### src/rtl/ring_sync_pkg.sv
package ring_sync_pkg;
  localparam int CNT_W = 32;
  localparam int ID_W  = 8;

  typedef enum logic [1:0] {
    KIND_ID     = 2'd0,
    KIND_AVG    = 2'd1,
    KIND_MASTER = 2'd2,
    KIND_PASS   = 2'd3
  } wordKind_e;

  typedef struct packed {
    logic latchRx;
    logic latchTx;
    logic loadMaster;
    logic addPass;
    logic loadAvg;
    logic applyFix;
  } dpCtl_t;
endpackage

### src/rtl/ring_sync_datapath.sv
module ring_sync_datapath
  import ring_sync_pkg::*;
#(
  parameter int CW = CNT_W,
  parameter int IW = ID_W,
  parameter int TICK_LOG2 = 4
) (
  input  logic          clk,
  input  logic          rst_n,
  input  dpCtl_t        ctl,
  input  logic [CW-1:0] wordData,
  input  logic [IW-1:0] nodeId,
  output logic [CW-1:0] count,
  output logic [CW-1:0] passTime,
  output logic          syncTick
);
  logic [CW-1:0] rxTime, txTime, masterTx, avgReg, passSum;
  logic [CW-1:0] expDelay, errVal;

  assign expDelay = CW'(nodeId) * avgReg + passSum;
  assign errVal   = masterTx + expDelay - rxTime;
  assign passTime = txTime - rxTime;
  assign syncTick = (count[TICK_LOG2-1:0] == '0);

  always_ff @(posedge clk) begin
    if (!rst_n) begin
      count    <= '0;
      rxTime   <= '0;
      txTime   <= '0;
      masterTx <= '0;
      avgReg   <= '0;
      passSum  <= '0;
    end else begin
      if (ctl.applyFix) count <= count + CW'(1) + errVal;
      else              count <= count + CW'(1);
      if (ctl.latchRx)    rxTime   <= count;
      if (ctl.latchTx)    txTime   <= count;
      if (ctl.loadMaster) masterTx <= wordData;
      if (ctl.loadAvg)    avgReg   <= wordData;
      if (ctl.applyFix)     passSum <= '0;
      else if (ctl.addPass) passSum <= passSum + wordData;
    end
  end

  // without a correction the counter steps by one
  a_r6_plain_step: assert property (@(posedge clk) disable iff (!rst_n)
    !ctl.applyFix |=> count == $past(count) + CW'(1));

  // stored delay changes only through its load strobe
  a_r7_avg_hold: assert property (@(posedge clk) disable iff (!rst_n)
    !ctl.loadAvg |=> $stable(avgReg));
endmodule

### src/rtl/ring_sync_control.sv
module ring_sync_control
  import ring_sync_pkg::*;
#(
  parameter int CW = CNT_W,
  parameter int IW = ID_W
) (
  input  logic          clk,
  input  logic          rst_n,
  input  logic          rxStamp,
  input  logic          txStamp,
  input  logic          wordValid,
  input  logic [1:0]    wordKind,
  input  logic [CW-1:0] wordData,
  input  logic [CW-1:0] passTime,
  output dpCtl_t        ctl,
  output logic [IW-1:0] nodeId,
  output logic          synced,
  output logic          fwdValid,
  output logic [1:0]    fwdKind,
  output logic [CW-1:0] fwdData
);
  logic avgTaken, rxSeen, txSeen, masterSeen, ownPending, ready;
  logic [IW-1:0] passCount;
  logic isId, isAvg, isMaster, isPass;

  assign isId     = wordValid && (wordKind == KIND_ID);
  assign isAvg    = wordValid && (wordKind == KIND_AVG);
  assign isMaster = wordValid && (wordKind == KIND_MASTER);
  assign isPass   = wordValid && (wordKind == KIND_PASS);

  assign ready = rxSeen && txSeen && masterSeen && avgTaken && (nodeId != '0)
                 && (passCount == nodeId - IW'(1));

  always_comb begin
    ctl.latchRx    = rxStamp;
    ctl.latchTx    = txStamp;
    ctl.loadMaster = isMaster;
    ctl.addPass    = isPass;
    ctl.loadAvg    = isAvg && !avgTaken;
    ctl.applyFix   = ready;
  end

  always_ff @(posedge clk) begin
    if (!rst_n) begin
      nodeId     <= '0;
      avgTaken   <= 1'b0;
      rxSeen     <= 1'b0;
      txSeen     <= 1'b0;
      masterSeen <= 1'b0;
      passCount  <= '0;
      ownPending <= 1'b0;
      synced     <= 1'b0;
      fwdValid   <= 1'b0;
      fwdKind    <= '0;
      fwdData    <= '0;
    end else begin
      if (isId)  nodeId   <= wordData[IW-1:0];
      if (isAvg) avgTaken <= 1'b1;
      if (ready) begin
        rxSeen     <= 1'b0;
        txSeen     <= 1'b0;
        masterSeen <= 1'b0;
        passCount  <= '0;
        synced     <= 1'b1;
      end else begin
        if (rxStamp)  rxSeen     <= 1'b1;
        if (txStamp)  txSeen     <= 1'b1;
        if (isMaster) masterSeen <= 1'b1;
        if (isPass)   passCount  <= passCount + IW'(1);
      end
      if (wordValid) begin
        fwdValid <= 1'b1;
        fwdKind  <= wordKind;
        fwdData  <= isId ? wordData + CW'(1) : wordData;
        if (txStamp) ownPending <= 1'b1;
      end else if (ownPending) begin
        fwdValid   <= 1'b1;
        fwdKind    <= KIND_PASS;
        fwdData    <= passTime;
        ownPending <= txStamp;
      end else begin
        fwdValid <= 1'b0;
        fwdKind  <= '0;
        fwdData  <= '0;
        if (txStamp) ownPending <= 1'b1;
      end
    end
  end

  // numbering word is forwarded incremented
  a_r1_id_forward: assert property (@(posedge clk) disable iff (!rst_n)
    isId |=> fwdValid && fwdKind == KIND_ID && fwdData == $past(wordData) + CW'(1));

  // synced never drops once set
  a_r9_synced_sticky: assert property (@(posedge clk) disable iff (!rst_n)
    synced |=> synced);

  // a correction closes the round, so it never repeats back to back
  a_r6_single_fix: assert property (@(posedge clk) disable iff (!rst_n)
    ctl.applyFix |=> !ctl.applyFix && synced);

  // the delay is taken once and stays taken
  a_r7_avg_once: assert property (@(posedge clk) disable iff (!rst_n)
    avgTaken |=> avgTaken && !ctl.loadAvg);
endmodule

### src/rtl/ring_sync_top.sv
module ring_sync_top
  import ring_sync_pkg::*;
#(
  parameter int TICK_LOG2 = 4
) (
  input  logic             clk,
  input  logic             rst_n,
  input  logic             rxStamp,
  input  logic             txStamp,
  input  logic             wordValid,
  input  logic [1:0]       wordKind,
  input  logic [CNT_W-1:0] wordData,
  output logic [CNT_W-1:0] localCount,
  output logic             syncTick,
  output logic             synced,
  output logic [ID_W-1:0]  nodeId,
  output logic             fwdValid,
  output logic [1:0]       fwdKind,
  output logic [CNT_W-1:0] fwdData
);
  dpCtl_t ctl;
  logic [CNT_W-1:0] passTime;

  ring_sync_control #(.CW(CNT_W), .IW(ID_W)) control_i (
    .clk(clk), .rst_n(rst_n), .rxStamp(rxStamp), .txStamp(txStamp),
    .wordValid(wordValid), .wordKind(wordKind), .wordData(wordData),
    .passTime(passTime), .ctl(ctl), .nodeId(nodeId), .synced(synced),
    .fwdValid(fwdValid), .fwdKind(fwdKind), .fwdData(fwdData)
  );

  ring_sync_datapath #(.CW(CNT_W), .IW(ID_W), .TICK_LOG2(TICK_LOG2)) datapath_i (
    .clk(clk), .rst_n(rst_n), .ctl(ctl), .wordData(wordData), .nodeId(nodeId),
    .count(localCount), .passTime(passTime), .syncTick(syncTick)
  );
endmodule

### config.mk
export PLATFORM = sky130hd
export DESIGN_NAME = ring_sync_top
export DESIGN_NICKNAME = d
export VERILOG_FILES = /design/src/rtl/ring_sync_pkg.sv /design/src/rtl/ring_sync_datapath.sv /design/src/rtl/ring_sync_control.sv /design/src/rtl/ring_sync_top.sv
export SDC_FILE = /design/constraint.sdc
export NUM_CORES = 1
export LEC_CHECK = 0
export ABC_CLOCK_PERIOD_IN_PS = 12700
export BUFFER_PORTS_ARGS = -buffer_cell sky130_fd_sc_hd__buf_4
export CORE_MARGIN = 1
export CORE_UTILIZATION = 45
export CTS_CLUSTER_SIZE = 14
export DETAILED_ROUTE_END_ITERATION = 16
export SKIP_LAST_GASP = 1
export SLEW_MARGIN = 20
export SYNTH_ARGS = -nofsm -noshare
export SYNTH_HDL_FRONTEND = slang
export SYNTH_HIERARCHICAL = 1
export SYNTH_SLANG_ARGS = --single-unit
### constraint.sdc
create_clock -name clk -period 12.7 [get_ports clk]
set_input_delay 0 -clock clk [delete_from_list [all_inputs] [get_ports clk]]
set_output_delay 0 -clock clk [all_outputs]
set_load 0.01 [all_outputs]
==> results of run 1 <==
-- cell type report --
cell class,count,share of cell area (%)
Multi-Input combinational cell,1877,61.8
Inverter,422,6.11
Clock inverter,15,0.877
Clock buffer,40,3.35
Timing Repair Buffer,175,5.45
Tap cell,672,3.24
Sequential cell,249,19.2
-- sequential cells by signal, summed over array words and instances (netlist names), 2 cells and up --
register,flops
control_i/nodeId,8
datapath_i/avgReg,32
control_i/fwdData,32
control_i/passCount,8
datapath_i/masterTx,32
datapath_i/passSum,32
datapath_i/rxTime,32
datapath_i/count,32
control_i/fwdKind,2
datapath_i/txTime,32
-- per-layer routing --
| metal | wire [um] | GRT usage [%] | vias to the layer above |
|---|---|---|---|
| met2 | 34100 | 47.5 | 647 |
| met5 | 0 | 0 | - |
| met4 | 3050 | 11.4 | 0 |
| met1 | 29000 | 34.3 | 9225 |
| li1 | - | - | 8732 |
| met3 | 4330 | 3.69 | 139 |
-- timing repair --
item                      4_1_cts  5_1_grt
hold endpoints to repair      128        0
setup buffers                   0        0
gates resized for setup         0        0
hold buffers                   40        0
-- cells in the mapped netlist (28+ instances only) --
cell	count	share of area (%)
a21oi_1	107	2.3
xnor2_1	110	4.2
xor2_1	48	1.8
mux2i_1	145	6.3
nand2_1	285	4.6
a211oi_1	28	0.91
inv_1	419	6.8
ha_1	114	6.2
a21o_1	28	0.91
and2_1	83	2.3
o21ai_0	58	1.3
nand3_1	34	0.74
dfxtp_1	249	22
nor3_1	36	0.78
nor2_1	262	4.3
clkbuf_1	97	1.6
fa_1	278	24
-- per-stage QoR --
| step | instance area [um2] | power [mW] | hold WS, ns |
|---|---|---|---|
| floorplan | 23100 | 1.32 | 0.114 |
| global placement | 24500 | 1.51 | 0.290 |
| detailed placement | 24500 | 1.52 | 0.309 |
| CTS | 26000 | 2.49 | 0.00560 |
| global route | 26000 | 2.60 | 0.0332 |
| finish | 26000 | 2.48 | 0.0139 |
-- critical path, stage by stage (launching register included) --
cell and delay [ns]:
dfxtp_1 0.51, ha_1 0.36, nand4_1 0.14, buf_4 0.20
nor3_1 0.80, nand2_1 0.15, xor2_1 0.20, fa_1 0.50
inv_1 0.05, fa_1 0.48, fa_1 0.55, inv_1 0.05
fa_1 0.48, inv_1 0.04, ha_1 0.35, nand2_1 0.09
o21ai_0 0.13, a211oi_1 0.32, nor3b_1 0.09, a211oi_1 0.37
a311oi_2 0.24, a31oi_1 0.26, xor2_1 0.17, o22ai_1 0.08
-- path summary, 6_finish.rpt --
kind                  startpoint                    to  depth (start not counted)
max          datapath_i/count[0]  datapath_i/count[30]                         23
min                      txStamp      control_i/txSeen                          3
max reg2reg  datapath_i/count[0]  datapath_i/count[30]                         23
min reg2reg     control_i/synced      control_i/synced                          2
-- where the power goes --
part	internal (mW)	switching, mW	total, mW
sequential	0.804	0.0262	0.831
combinational	0.282	0.413	0.695
clock	0.583	0.374	0.957
-- cells by family after synthesis --
| group | share of synthesized area [%] |
|---|---|
| adder cells (fa/ha/maj) | 30.3 |
| XOR/XNOR | 6.00 |
| AO/OA/AOI/OAI | 10.2 |
| flip-flops | 21.6 |
| multiplexers | 6.29 |
| buffers and inverters | 9.00 |
| AND/OR/NAND/NOR | 16.6 |
-- cells in the final DEF (no fill, tap or decap), drive strengths merged, types with 14 or more instances in the layout --
cell         count
a21o            29
inv            424
fa             278
and3            28
nor3            38
and2            83
buf            135
a31oi           14
dfxtp          249
o21ai           61
ha             114
dlygate4sd3     40
a21oi          108
o22ai           16
xor2            48
clkbuf          40
mux2i          145
o21a            17
nand4           18
xnor2          110
nand2          285
nand3           35
a211oi          28
nor2           262
==> impl_metrics.env, run 1 <==
export IMPL_grt_pass1_wl_um=111000
export IMPL_tightest_slew_ns=1.06
export IMPL_num_vias=18700
export IMPL_fin_crit_ns=6.80
export IMPL_start_util_pct=45.8
export IMPL_globalRouteOverflowTotal=0
export IMPL_synth_area_um2=23100
export IMPL_drcViolationCount=0
export IMPL_synth_cells=2670
export IMPL_cp_arrival_ns=7.25
export IMPL_wl_per_cell_um=20.4
export IMPL_slew_headroom_pct=28.9
export IMPL_irDropWorstVdd_v=0.0000990
export IMPL_area_delta_synth_final_pct=12.5
export IMPL_clk_pin_slew_ns=0.06
export IMPL_fin_skew_ns=0.0220
export IMPL_syn_num_nets=3101
export IMPL_startpoint_type="flop"
export IMPL_insertion_delay_ns=0.61
export IMPL_cts_tree="built"
export IMPL_final_util_pct=51.5
export IMPL_preCtsSetupSlack_ns=6.10
export IMPL_dp_hpwl_um=54000
export IMPL_die_area_um2=52200
export IMPL_critPathKind="reg2reg"
export IMPL_finalWirelength_um=70500
export IMPL_yosysWarnings=6
export IMPL_cts_max_path_buffers=3
export IMPL_finalCritPeriodShare_pct=53.5
export IMPL_dr_pass1_iters=8
export IMPL_seq_area_um2=4980
export IMPL_p_leak_nw=11.4
export IMPL_cap_violations=0
export IMPL_setup_tns_final_ns=0
export IMPL_syn_area_per_cell_um2=8.64
export IMPL_grt_antenna_before_repair=2
export IMPL_cts_root_buf="clkbuf_16"
export IMPL_portBuffers=115
export IMPL_coreArea_um2=50400
export IMPL_synth_distinct_cells=84
export IMPL_drv_slew=0
export IMPL_synth_edf_count=0
export IMPL_grt_pass1_vias=19500
export IMPL_fill_cells=4725
export IMPL_required_ns=13.15
export IMPL_outcome="finished, final reports clean"
export IMPL_die_w_um=228
export IMPL_crit_path_end_kind="flop"
export IMPL_path_max_fanout=8
export IMPL_ant_nets=0
export IMPL_grt_total_usage_pct=27.4
export IMPL_synth_flop_cell="dfxtp_1"
export IMPL_power_density_nw_per_um2=95.6
export IMPL_instances_no_fill=3450
export IMPL_synthArstFlopShare_pct=0
export IMPL_cts_buffers=31
export IMPL_io_pins=116
export IMPL_setup_viol=0
export IMPL_r2r_slack_ns=5.90
export IMPL_multiInputGateArea_um2=16000
export IMPL_grt_max_degree=84
export IMPL_finalWorstSetupSlack_ns=5.90
export IMPL_rows=82
export IMPL_hold_viol_final=0
export IMPL_diodes=0
export IMPL_synth_seq_cells=249
export IMPL_cts_num_sinks=249
export IMPL_dr_first_iter_drc_count=1333
export IMPL_viasPerCell=5.43
export IMPL_rsz0062_at_grt="no"
export IMPL_layout_nets=3187
export IMPL_fp_dieH_um=228
export IMPL_drive_gt1_share_pct=7.88
export IMPL_gp_congestion=0.925
export IMPL_dp_cells=3355
export IMPL_worstHoldPathType="in2reg"
export IMPL_h_tree_depth=1
export IMPL_seq_area_frac_synth_pct=21.6
export IMPL_fmax_ghz=0.147
(Power assumes the default switching activity.)
==> run 2, diff against run 1 <==
ABC_AREA = 1   (was default)
ABC_CLOCK_PERIOD_IN_PS = 6000   (was 12700)
clock period = 6 ns   (was 12.7 ns; I/O delays follow)
==> impl_metrics.env, run 2 <==
export IMPL_cts_tree="built"
export IMPL_seq_area_frac_synth_pct=20.1
export IMPL_critPathMaxStageDelay_ns=0.55
export IMPL_hold_slack_ns=0.309
export IMPL_slew_headroom_pct=31.8
export IMPL_grt_max_degree=92
export IMPL_synth_adder_area_share_pct=28.1
export IMPL_slowest_stage="fa_1"
export IMPL_layout_nets=4047
export IMPL_gp_congestion=0.988
export IMPL_synthTopCellsByCount="inv_1, nand2_1, nor2_1"
export IMPL_seq_area_um2=4990
export IMPL_dp_hpwl_um=72100
export IMPL_drcViolationCount=0
export IMPL_cts_max_path_buffers=3
export IMPL_synthXorXnorAreaFrac_pct=3.31
export IMPL_cts_num_sinks=249
export IMPL_p_leak_nw=14.0
export IMPL_r2r_start="datapath_i/count[1]"
export IMPL_crit_cells=26
export IMPL_outcome="finished, final reports clean"
export IMPL_hold_end="datapath_i/avgReg[27]"
export IMPL_grt_antenna_before_repair=4
export IMPL_synthSimpleGateAreaFrac_pct=21.4
export IMPL_synthTopCellsByArea="fa_1, dfxtp_1, inv_1, nand2_1, ha_1"
export IMPL_cts_buffers=31
export IMPL_grt_pass1_wl_um=136000
export IMPL_netlist_area_leader_share_pct=22.4
export IMPL_path_common_cell="inv_1"
export IMPL_fin_crit_ns=5.69
export IMPL_io_pins=116
export IMPL_synth_distinct_cells=58
export IMPL_viasPerCell=5.37
export IMPL_area_delta_synth_final_pct=13.7
export IMPL_cts_root_buf="clkbuf_16"
export IMPL_muxShareOfSynthArea_pct=0.0453
export IMPL_whs_path_depth=4
export IMPL_clk_pin_slew_ns=0.06
export IMPL_finalWorstSetupSlack_ns=0.305
export IMPL_synthArstFlopShare_pct=0
export IMPL_syn_area_per_cell_um2=7.12
export IMPL_dr_first_iter_drc_count=2367
export IMPL_synth_area_um2=24800
export IMPL_globalRouteOverflowTotal=0
export IMPL_preCtsSetupSlack_ns=0.169
export IMPL_synth_compound_area_share_pct=13.3
export IMPL_cp_arrival_ns=6.22
export IMPL_coreArea_um2=54100
export IMPL_synth_edf_count=0
export IMPL_yosysWarnings=6
export IMPL_h_tree_depth=1
export IMPL_dr_pass1_iters=6
export IMPL_synth_top_family_by_area="adder cells"
export IMPL_worstHoldPathType="in2reg"
export IMPL_irDropWorstVdd_v=0.000272
export IMPL_final_common_cell="inv_1"
export IMPL_rows=85
export IMPL_synth_most_common_cell="inv_1"
export IMPL_drive_gt1_share_pct=8.29
export IMPL_cap_violations=0
export IMPL_grt_total_usage_pct=32.2
export IMPL_critPathKind="reg2reg"
export IMPL_most_common_layout_cells="inv_1, nand2_1, nor2_1"
export IMPL_reg2reg_depth=26
export IMPL_path_max_fanout=5
export IMPL_hold_viol_final=0
export IMPL_synth_seq_cells=249
export IMPL_synth_flop_cell="dfxtp_1"
export IMPL_tightest_slew_ns=1.02
export IMPL_r2r_slack_ns=0.31
export IMPL_fin_skew_ns=0.0196
export IMPL_synth_top_cell_by_area="fa_1"
export IMPL_ant_nets=0
export IMPL_crit_buf_inv=6
export IMPL_crit_path_end_kind="flop"
export IMPL_die_area_um2=56200
export IMPL_finalWirelength_um=90500
export IMPL_die_w_um=237
export IMPL_syn_num_nets=3921
export IMPL_insertion_delay_ns=0.60
export IMPL_startpoint_type="flop"
export IMPL_fmax_ghz=0.176
export IMPL_num_vias=23300
export IMPL_fill_cells=5419
export IMPL_r2r_end="datapath_i/count[21]"
export IMPL_path_delay_family="adder cells"
export IMPL_power_density_nw_per_um2=228
export IMPL_synth_cells=3490
export IMPL_grt_pass1_vias=22500
export IMPL_fp_dieH_um=237
export IMPL_setup_viol=0
export IMPL_rsz0062_at_grt="yes"
export IMPL_drv_slew=0
export IMPL_required_ns=6.53
export IMPL_start_util_pct=45.9
export IMPL_wl_per_cell_um=20.9
export IMPL_multiInputGateArea_um2=16600
export IMPL_finalCritPeriodShare_pct=94.9
export IMPL_hp_start="wordData[27]"
export IMPL_portBuffers=115
==> run 2: metal layers <==
layer	wire length [um]	track usage, %	vias up
li1	-	-	11000
met1	37500	42.2	11200
met2	40900	52.3	931
met3	8540	6.92	197
met4	3520	11.0	4
met5	64	0.693	-
==> run 2: how the worst max path moves through the flow <==
stage / slack [ns] / startpoint / to
after global placement: 0.18 / datapath_i/count[0] / datapath_i/count[24]
after global routing: -0.04 / datapath_i/count[1] / datapath_i/count[24]
final: 0.31 / datapath_i/count[1] / datapath_i/count[21]
after detailed placement: 0.17 / datapath_i/count[0] / datapath_i/count[24]
after CTS: 0.14 / datapath_i/count[0] / datapath_i/count[24]
after floorplan: 0.83 / control_i/nodeId[0] / datapath_i/count[16]
==> run 2: worst register-to-register path, stage by stage, from the launching register on <==
cell,delay (ns)
dfxtp_1,0.40
ha_2,0.24
nand4_2,0.16
nor2_4,0.16
nand2_4,0.09
nor3_4,0.15
buf_4,0.18
nand2_4,0.09
nor2_1,0.15
xnor2_1,0.18
fa_1,0.45
inv_1,0.08
fa_1,0.44
fa_1,0.55
inv_1,0.05
fa_1,0.47
inv_1,0.04
ha_1,0.35
nand2_1,0.14
nor2_1,0.18
inv_1,0.11
nor2_4,0.18
nand4_1,0.25
a31o_2,0.32
nand3_1,0.06
nand3_1,0.09
inv_1,0.09
==> run 2: report_power, final <==
part	switching, mW	total [mW]	internal (mW)	leakage [nW]
Clock	0.807	1.98	1.17	0.523
Combinational	1.74	2.66	0.911	11.5
Sequential	0.0683	1.80	1.73	2.04
Total	2.62	6.44	3.82	14.0
==> run 2: area by class of cell <==
| type | instances | share of cell area [%] |
|---|---|---|
| diodes | 1 | 0.00886 |
| clock buffers | 39 | 2.99 |
| clock inverters | 19 | 0.766 |
| inverters | 763 | 10.1 |
| multi-input cells | 2348 | 58.6 |
| flip-flops and latches | 249 | 17.7 |
| well taps | 696 | 3.08 |
| repair buffers | 223 | 6.71 |
==> run 2: logic make-up (layout without fill, tap and decap cells) <==
group	count (synthesis)	after routing
flip-flops	249	249
buffers and inverters	893	1044
multiplexers	1	1
XOR/XNOR	93	93
AND/OR/NAND/NOR	1253	1253
other	0	1
adder cells (fa/ha/maj)	392	392
AO/OA/AOI/OAI	609	609
==> run 2: metrics by stage <==
| step | area (um2) | power (mW) | std cells | TNS [ns] | utilization [%] |
|---|---|---|---|---|---|
| after global routing | 28200 | 6.82 | 4337 | -0.0654 | 52.2 |
| after floorplan | 24800 | 3.52 | 3490 | 0 | - |
| after detailed placement | 26600 | 4.39 | 4227 | 0 | 49.1 |
| final | 28200 | 6.44 | 4338 | 0 | 52.2 |
| after CTS | 28100 | 6.40 | 4333 | 0 | 51.9 |
| after global placement | 26600 | 4.39 | 4227 | 0 | 49.1 |
==> run 2: what timing repair did <==
action | in CTS | in global routing
hold endpoints to repair | 164 | 0
endpoints found under the setup margin | 0 | 12
resized for setup | 0 | 27
buffers inserted | 0 | 4
hold buffers | 48 | 0
